<file path="src/rtl/ep_irq_pkg.sv">
package ep_irq_pkg;

  localparam int EP_NUM_DEF = 4;

  // Position of an endpoint's transmit-done flag in the flag word.
  function automatic int tx_pos(input int ep);
    return 2 * ep;
  endfunction

  // Position of an endpoint's receive-done flag: directly above transmit.
  function automatic int rx_pos(input int ep);
    return 2 * ep + 1;
  endfunction

endpackage

</file>
<file path="src/rtl/ep_void_ctl.sv">
module ep_void_ctl #(
  parameter int NUM_EP = ep_irq_pkg::EP_NUM_DEF
) (
  input  logic              clk,
  input  logic              rst_n,
  input  logic [NUM_EP-1:0] ev_in_empty,
  input  logic [NUM_EP-1:0] ep_iso,
  input  logic              void_we,
  input  logic [NUM_EP-1:0] void_wdata,
  input  logic              nak_en_we,
  input  logic [NUM_EP-1:0] nak_en_wdata,
  output logic [NUM_EP-1:0] nak_evt,
  output logic [NUM_EP-1:0] persist_d,
  output logic [NUM_EP-1:0] void_q,
  output logic [NUM_EP-1:0] nak_en_q
);

  logic [NUM_EP-1:0] void_d;
  logic [NUM_EP-1:0] nak_en_d;

  for (genvar i = 0; i < NUM_EP; i++) begin : g_ep
    // NAK returned on an empty FIFO, only when NAK interrupts are enabled
    assign nak_evt[i]   = ev_in_empty[i] & nak_en_q[i] & ~ep_iso[i];
    // hardware set of the void bit beats a same-cycle firmware clear
    assign void_d[i]    = (void_we ? void_wdata[i] : void_q[i]) | nak_evt[i];
    assign nak_en_d[i]  = nak_en_we ? nak_en_wdata[i] : nak_en_q[i];
    // persistence judged on next-state values so a release lands together
    // with a firmware flag clear
    assign persist_d[i] = void_d[i] & nak_en_d[i];
  end

  always_ff @(posedge clk) begin
    if (!rst_n) begin
      void_q   <= '0;
      nak_en_q <= '0;
    end else begin
      void_q   <= void_d;
      nak_en_q <= nak_en_d;
    end
  end

endmodule

</file>
<file path="src/rtl/ep_flag_bank.sv">
module ep_flag_bank #(
  parameter int NUM_EP = ep_irq_pkg::EP_NUM_DEF,
  localparam int FW    = 2 * NUM_EP
) (
  input  logic              clk,
  input  logic              rst_n,
  input  logic [NUM_EP-1:0] ev_tx_ok,
  input  logic [NUM_EP-1:0] ev_tx_err,
  input  logic [NUM_EP-1:0] ev_rx_ok,
  input  logic [NUM_EP-1:0] ev_rx_err,
  input  logic [NUM_EP-1:0] ep_iso,
  input  logic [NUM_EP-1:0] persist_d,
  input  logic              flag_we,
  input  logic [FW-1:0]     flag_wdata,
  output logic [FW-1:0]     hw_set,
  output logic [FW-1:0]     force_set,
  output logic [FW-1:0]     flag_d,
  output logic [FW-1:0]     flag_q
);

  import ep_irq_pkg::*;

  for (genvar i = 0; i < NUM_EP; i++) begin : g_ep
    assign hw_set[tx_pos(i)]    = (ev_tx_ok[i] | ev_tx_err[i]) & ~ep_iso[i];
    assign hw_set[rx_pos(i)]    = (ev_rx_ok[i] | ev_rx_err[i]) & ~ep_iso[i];
    assign force_set[tx_pos(i)] = persist_d[i];
    assign force_set[rx_pos(i)] = 1'b0;
  end

  logic [FW-1:0] base;
  assign base   = flag_we ? flag_wdata : flag_q;
  assign flag_d = base | hw_set | force_set;

  always_ff @(posedge clk) begin
    if (!rst_n) flag_q <= '0;
    else        flag_q <= flag_d;
  end

endmodule

</file>
<file path="src/rtl/ep_irq_gen.sv">
module ep_irq_gen #(
  parameter int NUM_EP = ep_irq_pkg::EP_NUM_DEF,
  localparam int FW    = 2 * NUM_EP
) (
  input  logic          clk,
  input  logic          rst_n,
  input  logic [FW-1:0] flag_d,
  input  logic          mask_we,
  input  logic [FW-1:0] mask_wdata,
  output logic [FW-1:0] mask_q,
  output logic          irq
);

  logic [FW-1:0] mask_d;
  assign mask_d = mask_we ? mask_wdata : mask_q;

  always_ff @(posedge clk) begin
    if (!rst_n) begin
      mask_q <= '0;
      irq    <= 1'b0;
    end else begin
      mask_q <= mask_d;
      irq    <= |(flag_d & mask_d);
    end
  end

endmodule

</file>
<file path="src/rtl/ep_done_irq.sv">
module ep_done_irq #(
  parameter int NUM_EP = ep_irq_pkg::EP_NUM_DEF,
  localparam int FW    = 2 * NUM_EP
) (
  input  logic              clk,
  input  logic              rst_n,
  input  logic [NUM_EP-1:0] ev_tx_ok,
  input  logic [NUM_EP-1:0] ev_tx_err,
  input  logic [NUM_EP-1:0] ev_rx_ok,
  input  logic [NUM_EP-1:0] ev_rx_err,
  input  logic [NUM_EP-1:0] ev_in_empty,
  input  logic [NUM_EP-1:0] ep_iso,
  input  logic              flag_we,
  input  logic [FW-1:0]     flag_wdata,
  input  logic              mask_we,
  input  logic [FW-1:0]     mask_wdata,
  input  logic              void_we,
  input  logic [NUM_EP-1:0] void_wdata,
  input  logic              nak_en_we,
  input  logic [NUM_EP-1:0] nak_en_wdata,
  output logic [FW-1:0]     flag_q,
  output logic [FW-1:0]     mask_q,
  output logic [NUM_EP-1:0] void_q,
  output logic [NUM_EP-1:0] nak_en_q,
  output logic              irq
);

  // named internal events, visible to the bound checker
  logic [NUM_EP-1:0] nak_evt;
  logic [NUM_EP-1:0] persist_d;
  logic [FW-1:0]     hw_set;
  logic [FW-1:0]     force_set;
  logic [FW-1:0]     flag_d;

  ep_void_ctl #(.NUM_EP(NUM_EP)) u_void (
    .clk          (clk),
    .rst_n        (rst_n),
    .ev_in_empty  (ev_in_empty),
    .ep_iso       (ep_iso),
    .void_we      (void_we),
    .void_wdata   (void_wdata),
    .nak_en_we    (nak_en_we),
    .nak_en_wdata (nak_en_wdata),
    .nak_evt      (nak_evt),
    .persist_d    (persist_d),
    .void_q       (void_q),
    .nak_en_q     (nak_en_q)
  );

  ep_flag_bank #(.NUM_EP(NUM_EP)) u_flags (
    .clk        (clk),
    .rst_n      (rst_n),
    .ev_tx_ok   (ev_tx_ok),
    .ev_tx_err  (ev_tx_err),
    .ev_rx_ok   (ev_rx_ok),
    .ev_rx_err  (ev_rx_err),
    .ep_iso     (ep_iso),
    .persist_d  (persist_d),
    .flag_we    (flag_we),
    .flag_wdata (flag_wdata),
    .hw_set     (hw_set),
    .force_set  (force_set),
    .flag_d     (flag_d),
    .flag_q     (flag_q)
  );

  ep_irq_gen #(.NUM_EP(NUM_EP)) u_irq (
    .clk        (clk),
    .rst_n      (rst_n),
    .flag_d     (flag_d),
    .mask_we    (mask_we),
    .mask_wdata (mask_wdata),
    .mask_q     (mask_q),
    .irq        (irq)
  );

endmodule

</file>
<file path="config.mk">
export PLATFORM = sky130hd
export DESIGN_NAME = ep_done_irq
export DESIGN_NICKNAME = d
export VERILOG_FILES = /design/src/rtl/ep_irq_pkg.sv /design/src/rtl/ep_void_ctl.sv /design/src/rtl/ep_flag_bank.sv /design/src/rtl/ep_irq_gen.sv /design/src/rtl/ep_done_irq.sv
export SDC_FILE = /design/constraint.sdc
export NUM_CORES = 1
export LEC_CHECK = 0
export BUFFER_PORTS_ARGS = -buffer_cell sky130_fd_sc_hd__buf_2
export CORE_UTILIZATION = 30
export CTS_CLUSTER_SIZE = 30
export DETAILED_ROUTE_END_ITERATION = 16
export HOLD_SLACK_MARGIN = 0.12
export SYNTH_ARGS = -nofsm -noshare
export SYNTH_HDL_FRONTEND = slang
export SYNTH_SLANG_ARGS = --single-unit
export TNS_END_PERCENT = 20
</file>
<file path="constraint.sdc">
create_clock -name clk -period 3.7 [get_ports clk]
set_clock_uncertainty 0.05 [all_clocks]
set_input_delay 0.37 -clock clk [delete_from_list [all_inputs] [get_ports clk]]
set_output_delay 0.37 -clock clk [all_outputs]
set_load 0.01 [all_outputs]
</file>
## Word level (Yosys, flattened, before mapping)

Cells that the tools add are included.

- Bits in registers: 25
- Bits of input ports: 54
- Logic and storage cells: 55

- Mux-type cells: 10
- Bitwise logic cells: 39
- Reduce and logical (&&, ||, !) cells: 1

Operators with widths:

| operator | number |
|---|---|
| 1-bit bitwise AND | 20 |
| 8-bit two-way mux | 2 |
| 1-bit OR | 12 |
| 8-bit bitwise AND | 1 |
| 1-bit two-way mux | 8 |
| 8-bit by 7-bit OR with 8-bit output | 1 |
| 8-bit OR | 1 |
| 8-bit OR reduction | 1 |
| 1-bit NOT | 4 |

## Logic depth before layout (Yosys ltp)

Gate-level depths: netlist of the first run.

- Depth after elaboration: 7
- Mapped depth: 6
- Mapped depth without buffers: 5

## Modules after synthesis

Synthesis of the first run repeated with hierarchy kept, for this count alone.

- Cells, all modules: 131
- Area total of the unflattened synthesis: 1,303.8 um2

By module, submodules not included:

| module | times used | cells each | area an instance (um2) | seq. area each (um2) |
|---|---|---|---|---|
| ep_flag_bank | 1 | 54 | 530.5 | 160.2 |
| ep_irq_gen | 1 | 39 | 394.1 | 180.2 |
| ep_void_ctl | 1 | 38 | 379.1 | 160.2 |

## Least setup slack after synthesis of the first run

No wires, ideal clock.

- Kind: input to register
- Start: in flag_we
- End: reg u_irq.irq
- Data arrival time: 1.693 ns
- Slack: 1.832 ns
- Cell stages on the path: 6
- Path through: buf_6 mux2i_1 o21ai_1 nor2b_1 or4_1 o41a_1

- Longest elaborated chain between the ends: 5

RTL lines:

| element | line | source |
|---|---|---|
| start: declaration | ep_done_irq.sv:13 | `input logic flag_we,` |
| 8-bit two-way mux | ep_flag_bank.sv:31 | `assign base = flag_we ? flag_wdata : flag_q;` |
| 8-bit OR | ep_flag_bank.sv:32 | `assign flag_d = base \| hw_set \| force_set;` |
| 8-bit by 7-bit OR with 8-bit output | ep_flag_bank.sv:32 |  |
| 8-bit bitwise AND | ep_irq_gen.sv:23 | `irq <= \|(flag_d & mask_d);` |
| 8-bit OR reduction | ep_irq_gen.sv:23 |  |
| end signal: assignment | ep_irq_gen.sv:23 |  |
| end: declaration | ep_irq_gen.sv:11 | `output logic irq` |

Every way passes these cells.
A chain may end at the register's enable or synchronous reset.

## Final worst setup path of the first run

Ends and elaborated chain as after synthesis.

==> flow_summary_export.csv, run 1 <==
group,metric,value,unit
synth,synthDistinctLibCells,22,
synth,synthTopCellsByArea,"dfxtp_1, mux2i_1, nor2_1",
cts,cts_buffer_depth,2,
synth,ys_seq_area_share,46.4,%
synth,synth-xor-area-share,0,%
setup_path,worstPathRequired,3.90,ns
die,placementRows,21,
setup_path,reg2reg_setup_slack,2.01,ns
routing,drcViolationCount,0,
place,portBuffers,78,
final_layout,drive_above_1_share,46.0,%
sta,tns,0,ns
die,die_area,3840,µm²
routing,viasPerCell,4.51,
setup_path,criticalPathCategory,"in -> reg",
setup_path,critPathLaunchType,"primary input",
sta,grt_setup_unrepaired,"false",
job,cap_viol_max_count,0,
setup_path,crit_path_start,"flag_we",
synth,synth.most_common_cell,"dfxtp_1",
die,design.core.area,3390,µm²
global_routing,grt_use_total,15.2,%
setup_path,worst_setup_path_end_kind,"flop",
setup_path,worstReg2RegStart,"u_flags.flag_q[1]$_SDFF_PN0_",
cts,numCtsBuffers,3,
synth,synth_compound_area_share,11.8,%
routing,wirelength,2980,µm
setup_path,endpoint,"u_irq.irq$_SDFF_PN0_",
sta,setup_viol,0,
synth,yosys_warnings,0,
final_layout,num-nets-final,244,
die,die_y,62.0,µm
routing,via_count,1059,
sta,period_share,46.6,%
place,gp_congestion,0.739,
synth,synthFlopType,"dfxtp_1",
final_layout,multi_input_area,544,µm²
power,vdd_drop_max,0.124,mV
final_layout,utilization,45.0,%
die,initial_core_util,31.8,%
synth,synth-adder-area-share,0,%
final_layout,fillers,354,
sta,period_needed,1.72,ns
cts,cts_resized,0,
cts,htreeDepth,1,
synth,syn_area,1080,µm²
sta,slew_headroom,67.6,%
final_layout,diodes,0,
sta,hold_violations,0,
place,dp_hpwl,2510,µm
synth,yosysTopAreaCellShare,46.4,%
cts,cts_setup_buffers,0,
global_routing,grt_pass1_vias,927,
routing,ant_nets,0,
synth,postSynth.asyncResetShare,0,%
global_routing,antenna_found_initial,0,
cts,clk_latency,0.34,ns
cts,cts.reportedPaths.clkPinSlew,0.16,ns
synth,avgSynthCellArea,9.72,µm²
synth,synth_largest_area_cell,"dfxtp_1",
synth,synth_common_cells,"dfxtp_1, mux2i_1, nor2_1",
synth,synth.area.mux_share,22.5,%
global_routing,grt_pass1_wl,4050,µm
cts,tritoncts,"yes",
global_routing,grt_start_max_net_pins,18,
cts,clkSinkCount,25,
status,outcome,"complete, no violations",
setup_path,worst-path-max-fanout,8,
synth,synth-simple-area-share,16.1,%
setup_path,r2r-end,"u_irq.irq$_SDFF_PN0_",
final_layout,area_growth,41.5,%
routing,drtPass1Iterations,3,
routing,avgRoutedWirePerCell,12.7,µm
cts,holdBufCountCts,0,
synth,netlist_instances,111,
power,powerDensity,361,nW/µm²
synth,synth-edff-count,0,
synth,synth_nets,165,
power,p_leak,0.803,nW
hold_path,hold_path.class,"in -> reg",
sta,fmax,580,MHz
cts,ctsRootBufferMaster,"clkbuf_4",
synth,yosys_register_bits,25,
die,die_w,62.0,µm
global_routing,grt-ovfl-total,0,
synth,synth_top_family_by_area,"multiplexers",
final_layout,regArea,500,µm²
routing,drtIter0Drc,46,
die,pin_count,79,
sta,tightest_slew,0.484,ns
setup_path,arrival,1.92,ns
sta,drv_slew,0,
setup_path,worst_r2r_path_depth,5,
hold_path,min_path_cells,3,
==> registers in the layout, indices dropped and copies added, names as in the netlist <==
signal	cells
u_irq.mask_q	8
u_void.void_q	4
u_irq.irq	1
u_void.nak_en_q	4
u_flags.flag_q	8
==> kinds of logic (layout without fill, tap and decap cells) <==
| logic type | Yosys count | in the layout |
|---|---|---|
| mux | 24 | 24 |
| compound gates | 19 | 19 |
| flops | 25 | 25 |
| simple gates | 38 | 38 |
| buf+inv | 5 | 83 |
==> cell type report <==
cell class	instances	share of cell area, %
Inverter	1	0.246
Clock inverter	1	0.492
Clock buffer	3	1.48
Tap cell	46	3.77
Timing Repair Buffer	78	25.6
Multi-Input combinational cell	81	35.7
Sequential cell	25	32.8
==> cells in the final DEF, fill, tap and decap left out, types with 3 or more instances in the layout <==
master	netlist	layout
nand2_1	5	5
nor2_1	22	22
clkbuf_4	0	3
o21ai_1	3	3
mux2i_1	22	22
buf_2	0	78
a21oi_1	3	3
dfxtp_1	25	25
o21ai_0	3	3
and2_1	6	6
==> where the power goes <==
part	switching (W)	total, W	internal [W]
Clock	0.0000879	0.000129	0.0000415
Sequential	0.00000960	0.000298	0.000289
Combinational	0.0000600	0.000123	0.0000629
Total	0.000158	0.000551	0.000393
==> worst min-delay path by stage <==
stage / from / end / slack (ns)
floorplan: rst_n / u_flags.flag_q[1]$_SDFF_PN0_ / 0.44
global placement: u_irq.mask_q[3]$_SDFF_PN0_ / u_irq.mask_q[3]$_SDFF_PN0_ / 0.45
detailed placement: u_irq.mask_q[6]$_SDFF_PN0_ / u_irq.mask_q[6]$_SDFF_PN0_ / 0.46
CTS: nak_en_wdata[3] / u_void.nak_en_q[3]$_SDFF_PN0_ / 0.25
global route: nak_en_wdata[3] / u_void.nak_en_q[3]$_SDFF_PN0_ / 0.25
finish: nak_en_wdata[3] / u_void.nak_en_q[3]$_SDFF_PN0_ / 0.24
==> worst max-delay path, cell delays in order <==
cell and delay (ns):
buf_2 0.24, mux2i_1 0.20, o21ai_1 0.08, nor2b_1 0.14
or4_1 0.51, o41a_1 0.37
==> per-stage QoR <==
step | cells | setup slack [ns] | hold WS (ns) | cell area, µm² | power [W]
final | 235 | 1.98 | 0.243 | 1530 | 0.000551
after global routing | 235 | 1.91 | 0.253 | 1530 | 0.000580
after CTS | 235 | 1.97 | 0.251 | 1530 | 0.000556
after detailed placement | 231 | 1.58 | 0.463 | 1500 | 0.000429
after global placement | 231 | 1.65 | 0.454 | 1500 | 0.000426
after floorplan | 111 | 1.83 | 0.442 | 1080 | 0.000369
==> per-layer routing <==
| layer | vias up | routed length, µm | global-route usage (%) | part of all wire (%) |
|---|---|---|---|---|
| met5 | - | 0 | 0 | 0 |
| met4 | 0 | 67 | 8.25 | 2.2 |
| met3 | 7 | 196 | 2.48 | 6.6 |
| met2 | 47 | 1410 | 25.1 | 47 |
| met1 | 464 | 1310 | 18.8 | 44 |
| li1 | 541 | - | - | - |
No activity file was read; power rests on OpenSTA's default activity.
==> run 2, diff against run 1 <==
==> constraint.sdc (replaced) <==
create_clock -name clk -period 1.4 [get_ports clk]
set_clock_uncertainty 0.05 [all_clocks]
set_input_delay 0.14 -clock clk [delete_from_list [all_inputs] [get_ports clk]]
set_output_delay 0.14 -clock clk [all_outputs]
set_load 0.01 [all_outputs]
==> flow_summary_export.csv, run 2 (same netlist as run 1, synthesis figures left out) <==
group,metric,value,unit
status,outcome,"finished, violations left",
status,violations,"negative setup slack",
global_routing,grt_pass1_wl,4400,µm
setup_path,worstPathRequired,1.58,ns
cts,cts_buffer_depth,2,
global_routing,grt_pass1_vias,1042,
setup_path,cp_cell_sequence,"mux2i_1, o21ai_1, nor2b_1, or4_1, o41a_1",
routing,avgRoutedWirePerCell,11.9,µm
setup_path,cp_slowest_cell,"or4_1",
final_layout,diodes,0,
final_layout,fillers,343,
power,combPwrFrac,26.4,%
final_layout,layout_common_cells,"buf_2, mux2i_1, nor2_1",
sta,period_needed,1.63,ns
sta,drv_slew,0,
routing,drtIter0Drc,44,
power,p_leak,0.925,nW
routing,ant_nets,0,
die,die_y,62.0,µm
setup_path,criticalPathCategory,"reg -> reg",
place,gp_congestion,0.685,
final_layout,final_common_cell,"buf_2",
power,intPower,0.00111,W
setup_path,worst-path-max-fanout,2,
routing,drtPass1Iterations,4,
die,die_w,62.0,µm
sta,slew_headroom,79.9,%
sta,period_share,116,%
power,clockPowerShare,21.7,%
sta,layout_setup_ws,-0.225,ns
routing,wirelength,3120,µm
final_layout,drive_above_1_share,48.8,%
cts,ctsRootBufferMaster,"clkbuf_4",
routing,drcViolationCount,0,
global_routing,grt_start_max_net_pins,18,
setup_path,crit_path_start,"u_flags.flag_q[3]$_SDFF_PN0_",
job,cap_viol_max_count,0,
cts,cts.reportedPaths.clkPinSlew,0.14,ns
cts,clkSinkCount,25,
place,dp_hpwl,2440,µm
sta,fmax,615,MHz
power,power,0.00152,W
routing,viasPerCell,4.49,
setup_path,worst_setup_path_end_kind,"flop",
die,pin_count,79,
cts,htreeDepth,1,
setup_path,critPathLaunchType,"flop",
global_routing,grt_use_total,16.1,%
hold_path,hp-start,"ep_iso[2]",
routing,via_count,1182,
die,placementRows,21,
power,vdd_drop_max,0.314,mV
final_layout,multi_input_area,544,µm²
sta,hold_violations,0,
setup_path,worstReg2RegStart,"u_flags.flag_q[3]$_SDFF_PN0_",
place,portBuffers,78,
sta,setup_viol,1,
global_routing,grt-ovfl-total,0,
final_layout,regArea,505,µm²
final_layout,reg.largest.list,"u_flags.flag_q (8), u_irq.mask_q (8)",
cts,clk_latency,0.32,ns
global_routing,antenna_found_initial,0,
power,powerDensity,857,nW/µm²
hold_path,hold_path.class,"in -> reg",
final_layout,utilization,52.3,%
final_layout,area_growth,64.5,%
power,switchingPower,0.000416,W
sta,tightest_slew,0.301,ns
final_layout,num-nets-final,272,
setup_path,cp_top_family,"simple AND/OR/NAND/NOR gates",
setup_path,critPathMaxStageDelay,0.49,ns
die,initial_core_util,31.8,%
die,die_area,3840,µm²
sta,tns,-0.225,ns
setup_path,arrival,1.80,ns
setup_path,cp_num_buf_inv,0,
sta,grt_setup_unrepaired,"true",
cts,tritoncts,"yes",
cts,numCtsBuffers,3,
power,switching_share,27.3,%
power,power.share.sequential,51.9,%
die,design.core.area,3390,µm²
==> run 2: changes by cell type in the layout (fill, tap and decap cells not counted), sizes merged <==
cell / change
clkinv: -1
dlygate4sd3: +13
buf: +15
clkbuf: +1
==> run 2: through the flow <==
stage                     cell area, µm²  cells  worst slack [ns]  hold WS (ns)
after global routing                1770    263            -0.296         0.124
final                               1770    263            -0.225         0.108
after CTS                           1760    262            -0.240         0.110
after floorplan                     1080    111            -0.174         0.212
after global placement              1600    245            -0.287         0.363
after detailed placement            1600    245            -0.333         0.373
==> run 2: power by group through the flow <==
stage | Clock [W] | Combinational, W | Sequential [W]
after global routing | 0.000358 | 0.000446 | 0.000796
after floorplan | 0 | 0.000148 | 0.000829
after global placement | 0 | 0.000359 | 0.000803
after CTS | 0.000336 | 0.000401 | 0.000789
final | 0.000329 | 0.000402 | 0.000790
after detailed placement | 0 | 0.000364 | 0.000804
==> run 2: final timing paths <==
kind,to,slack [ns],cells past startpoint
min reg2reg,u_irq.mask_q[4]$_SDFF_PN0_,0.50,2
max,u_irq.irq$_SDFF_PN0_,-0.23,5
max reg2reg,u_irq.irq$_SDFF_PN0_,-0.23,5
min,u_flags.flag_q[5]$_SDFF_PN0_,0.11,3
==> run 2: what timing repair did <==
action | in CTS | in global routing
pin swaps | 1 | 1
buffers inserted | 0 | 1
endpoints found under the hold margin | 18 | 0
endpoints found under the setup margin | 1 | 10
gates resized for setup | 1 | 4
hold buffers | 13 | 0
==> run 2: area by class of cell <==
type	instances	area share [%]
timing repair buffer	106	35.7
inverter	1	0.423
multi-input combinational	81	30.7
sequential	25	28.5
clock buffer	4	1.48
tap	46	3.24
==> run 2: tightest hold or removal path: stages <==
cell and delay [ns]:
buf_2 0.10, o21ai_1 0.07, and2_1 0.15
==> run 2: layer usage <==
metal | track usage [%] | wire length (µm) | vias to the layer above
met2 | 30.2 | 1580 | 46
met3 | 1.86 | 177 | 2
met4 | 6.67 | 27 | 0
li1 | - | - | 599
met5 | 0 | 0 | -
met1 | 18.2 | 1330 | 535
==> run 3, diff against run 2 <==
--- a/config.mk
+++ b/config.mk
@@ -7,8 +7,10 @@
 export LEC_CHECK = 0
 export BUFFER_PORTS_ARGS = -buffer_cell sky130_fd_sc_hd__buf_2
 export CORE_UTILIZATION = 30
+export CTS_BUF_LIST = sky130_fd_sc_hd__clkbuf_4 sky130_fd_sc_hd__clkbuf_8 sky130_fd_sc_hd__clkbuf_16
 export CTS_CLUSTER_SIZE = 30
 export DETAILED_ROUTE_END_ITERATION = 16
+export GPL_ROUTABILITY_DRIVEN = 1
 export HOLD_SLACK_MARGIN = 0.12
 export SYNTH_ARGS = -nofsm -noshare
 export SYNTH_HDL_FRONTEND = slang
==> flow_summary_export.csv, run 3 (same netlist as run 1, synthesis figures left out) <==
group,metric,value,unit
global_routing,grt_start_max_net_pins,18,
final_layout,layout_common_cells,"buf_2, mux2i_1, nor2_1, dfxtp_1, buf_4",
routing,ant_nets,0,
cts,htreeDepth,1,
cts,cts.reportedPaths.clkPinSlew,0.13,ns
status,outcome,"finished, violations left",
final_layout,num-nets-final,273,
die,placementRows,21,
place,portBuffers,78,
final_layout,utilization,52.7,%
setup_path,criticalPathCategory,"reg -> reg",
setup_path,worst_setup_path_end_kind,"flop",
die,die_y,62.0,µm
routing,wirelength,3090,µm
setup_path,worst_r2r_path_depth,5,
sta,period_share,116,%
place,place_ws,-0.333,ns
cts,cts_buffer_depth,2,
cts,tritoncts,"yes",
final_layout,reg.largest.list,"u_flags.flag_q (8), u_irq.mask_q (8)",
die,initial_core_util,31.8,%
setup_path,worst-path-max-fanout,2,
place,gp_congestion,0.685,
global_routing,antenna_found_initial,0,
sta,hold_violations,0,
routing,drtPass1Iterations,4,
routing,via_count,1186,
global_routing,grt_pass1_vias,1054,
setup_path,arrival,1.80,ns
job,cap_viol_max_count,0,
sta,hold_ws,0.117,ns
routing,avgRoutedWirePerCell,11.7,µm
hold_path,min_path_cells,3,
routing,drtIter0Drc,44,
sta,fmax,615,MHz
die,die_area,3840,µm²
final_layout,area_growth,65.7,%
power,p_leak,0.933,nW
power,vdd_drop_max,0.312,mV
place,place_area,1600,µm²
sta,grt_setup_unrepaired,"true",
cts,clk_latency,0.32,ns
global_routing,grt_pass1_wl,4420,µm
place,dp_hpwl,2440,µm
sta,layout_setup_ws,-0.226,ns
die,pin_count,79,
sta,slew_headroom,79.7,%
setup_path,worstPathRequired,1.57,ns
cts,numCtsBuffers,3,
final_layout,fin_area,1790,µm²
final_layout,diodes,0,
power,powerDensity,860,nW/µm²
global_routing,grt-ovfl-total,0,
die,die_w,62.0,µm
sta,tightest_slew,0.303,ns
hold_path,hold_path.class,"in -> reg",
status,violations,"negative setup slack",
routing,viasPerCell,4.49,
sta,setup_viol,1,
die,design.core.area,3390,µm²
final_layout,final_common_cell,"buf_2",
global_routing,grt_use_total,16.1,%
cts,ctsRootBufferMaster,"clkbuf_4",
sta,drv_slew,0,
routing,drcViolationCount,0,
sta,tns,-0.226,ns
final_layout,drive_above_1_share,48.6,%
cts,clkSinkCount,25,
sta,period_needed,1.63,ns
setup_path,critPathLaunchType,"flop",
==> run 3: worst max-delay path, stage by stage, from the launching register on <==
cell and delay, ns:
dfxtp_2 0.34, mux2i_1 0.11, o21ai_1 0.09, nor2b_1 0.13, or4_1 0.49, o41a_1 0.31
==> run 3: what timing repair did <==
item / in CTS / in global routing
hold buffers: 14 / 0
endpoints found under the hold margin: 19 / 0
buffers inserted: 0 / 1
gates cloned: 0 / 0
setup endpoints to repair: 1 / 10
pin swaps: 1 / 1
resized for setup: 0 / 4
==> run 3: worst paths after layout <==
check | startpoint | endpoint | slack, ns
min | nak_en_wdata[0] | u_void.nak_en_q[0]$_SDFF_PN0_ | 0.12
max reg2reg | u_flags.flag_q[3]$_SDFF_PN0_ | u_irq.irq$_SDFF_PN0_ | -0.23
min reg2reg | u_irq.mask_q[2]$_SDFF_PN0_ | u_irq.mask_q[2]$_SDFF_PN0_ | 0.50
max | u_flags.flag_q[3]$_SDFF_PN0_ | u_irq.irq$_SDFF_PN0_ | -0.23
==> run 3: routing by layer <==
metal | up-vias | GRT usage [%] | part of all wire (%)
met4 | 0 | 6.67 | 0.87
met1 | 536 | 18.1 | 42
met2 | 48 | 30.4 | 51
met3 | 2 | 1.86 | 5.8
met5 | - | 0 | 0
li1 | 600 | - | -
==> run 3: cell type report <==
cell class | instances | area [µm²]
fill | 341 | 1600
timing repair buffer | 107 | 643
multi-input combinational | 81 | 544
sequential | 25 | 504
tap | 46 | 57.6
clock buffer | 4 | 30.0
inverter | 1 | 7.51
==> run 3: power breakdown <==
group	internal (W)	switching (W)
Clock	0.000131	0.000213
Combinational	0.000231	0.000172
Sequential	0.000765	0.0000249
==> run 3: stage by stage <==
stage | total power, W | instances
6_report | 0.00154 | 264
5_1_grt | 0.00162 | 264
4_1_cts | 0.00155 | 263
3_5_place_dp | 0.00117 | 245
3_3_place_gp | 0.00116 | 245
2_1_floorplan | 0.000977 | 111
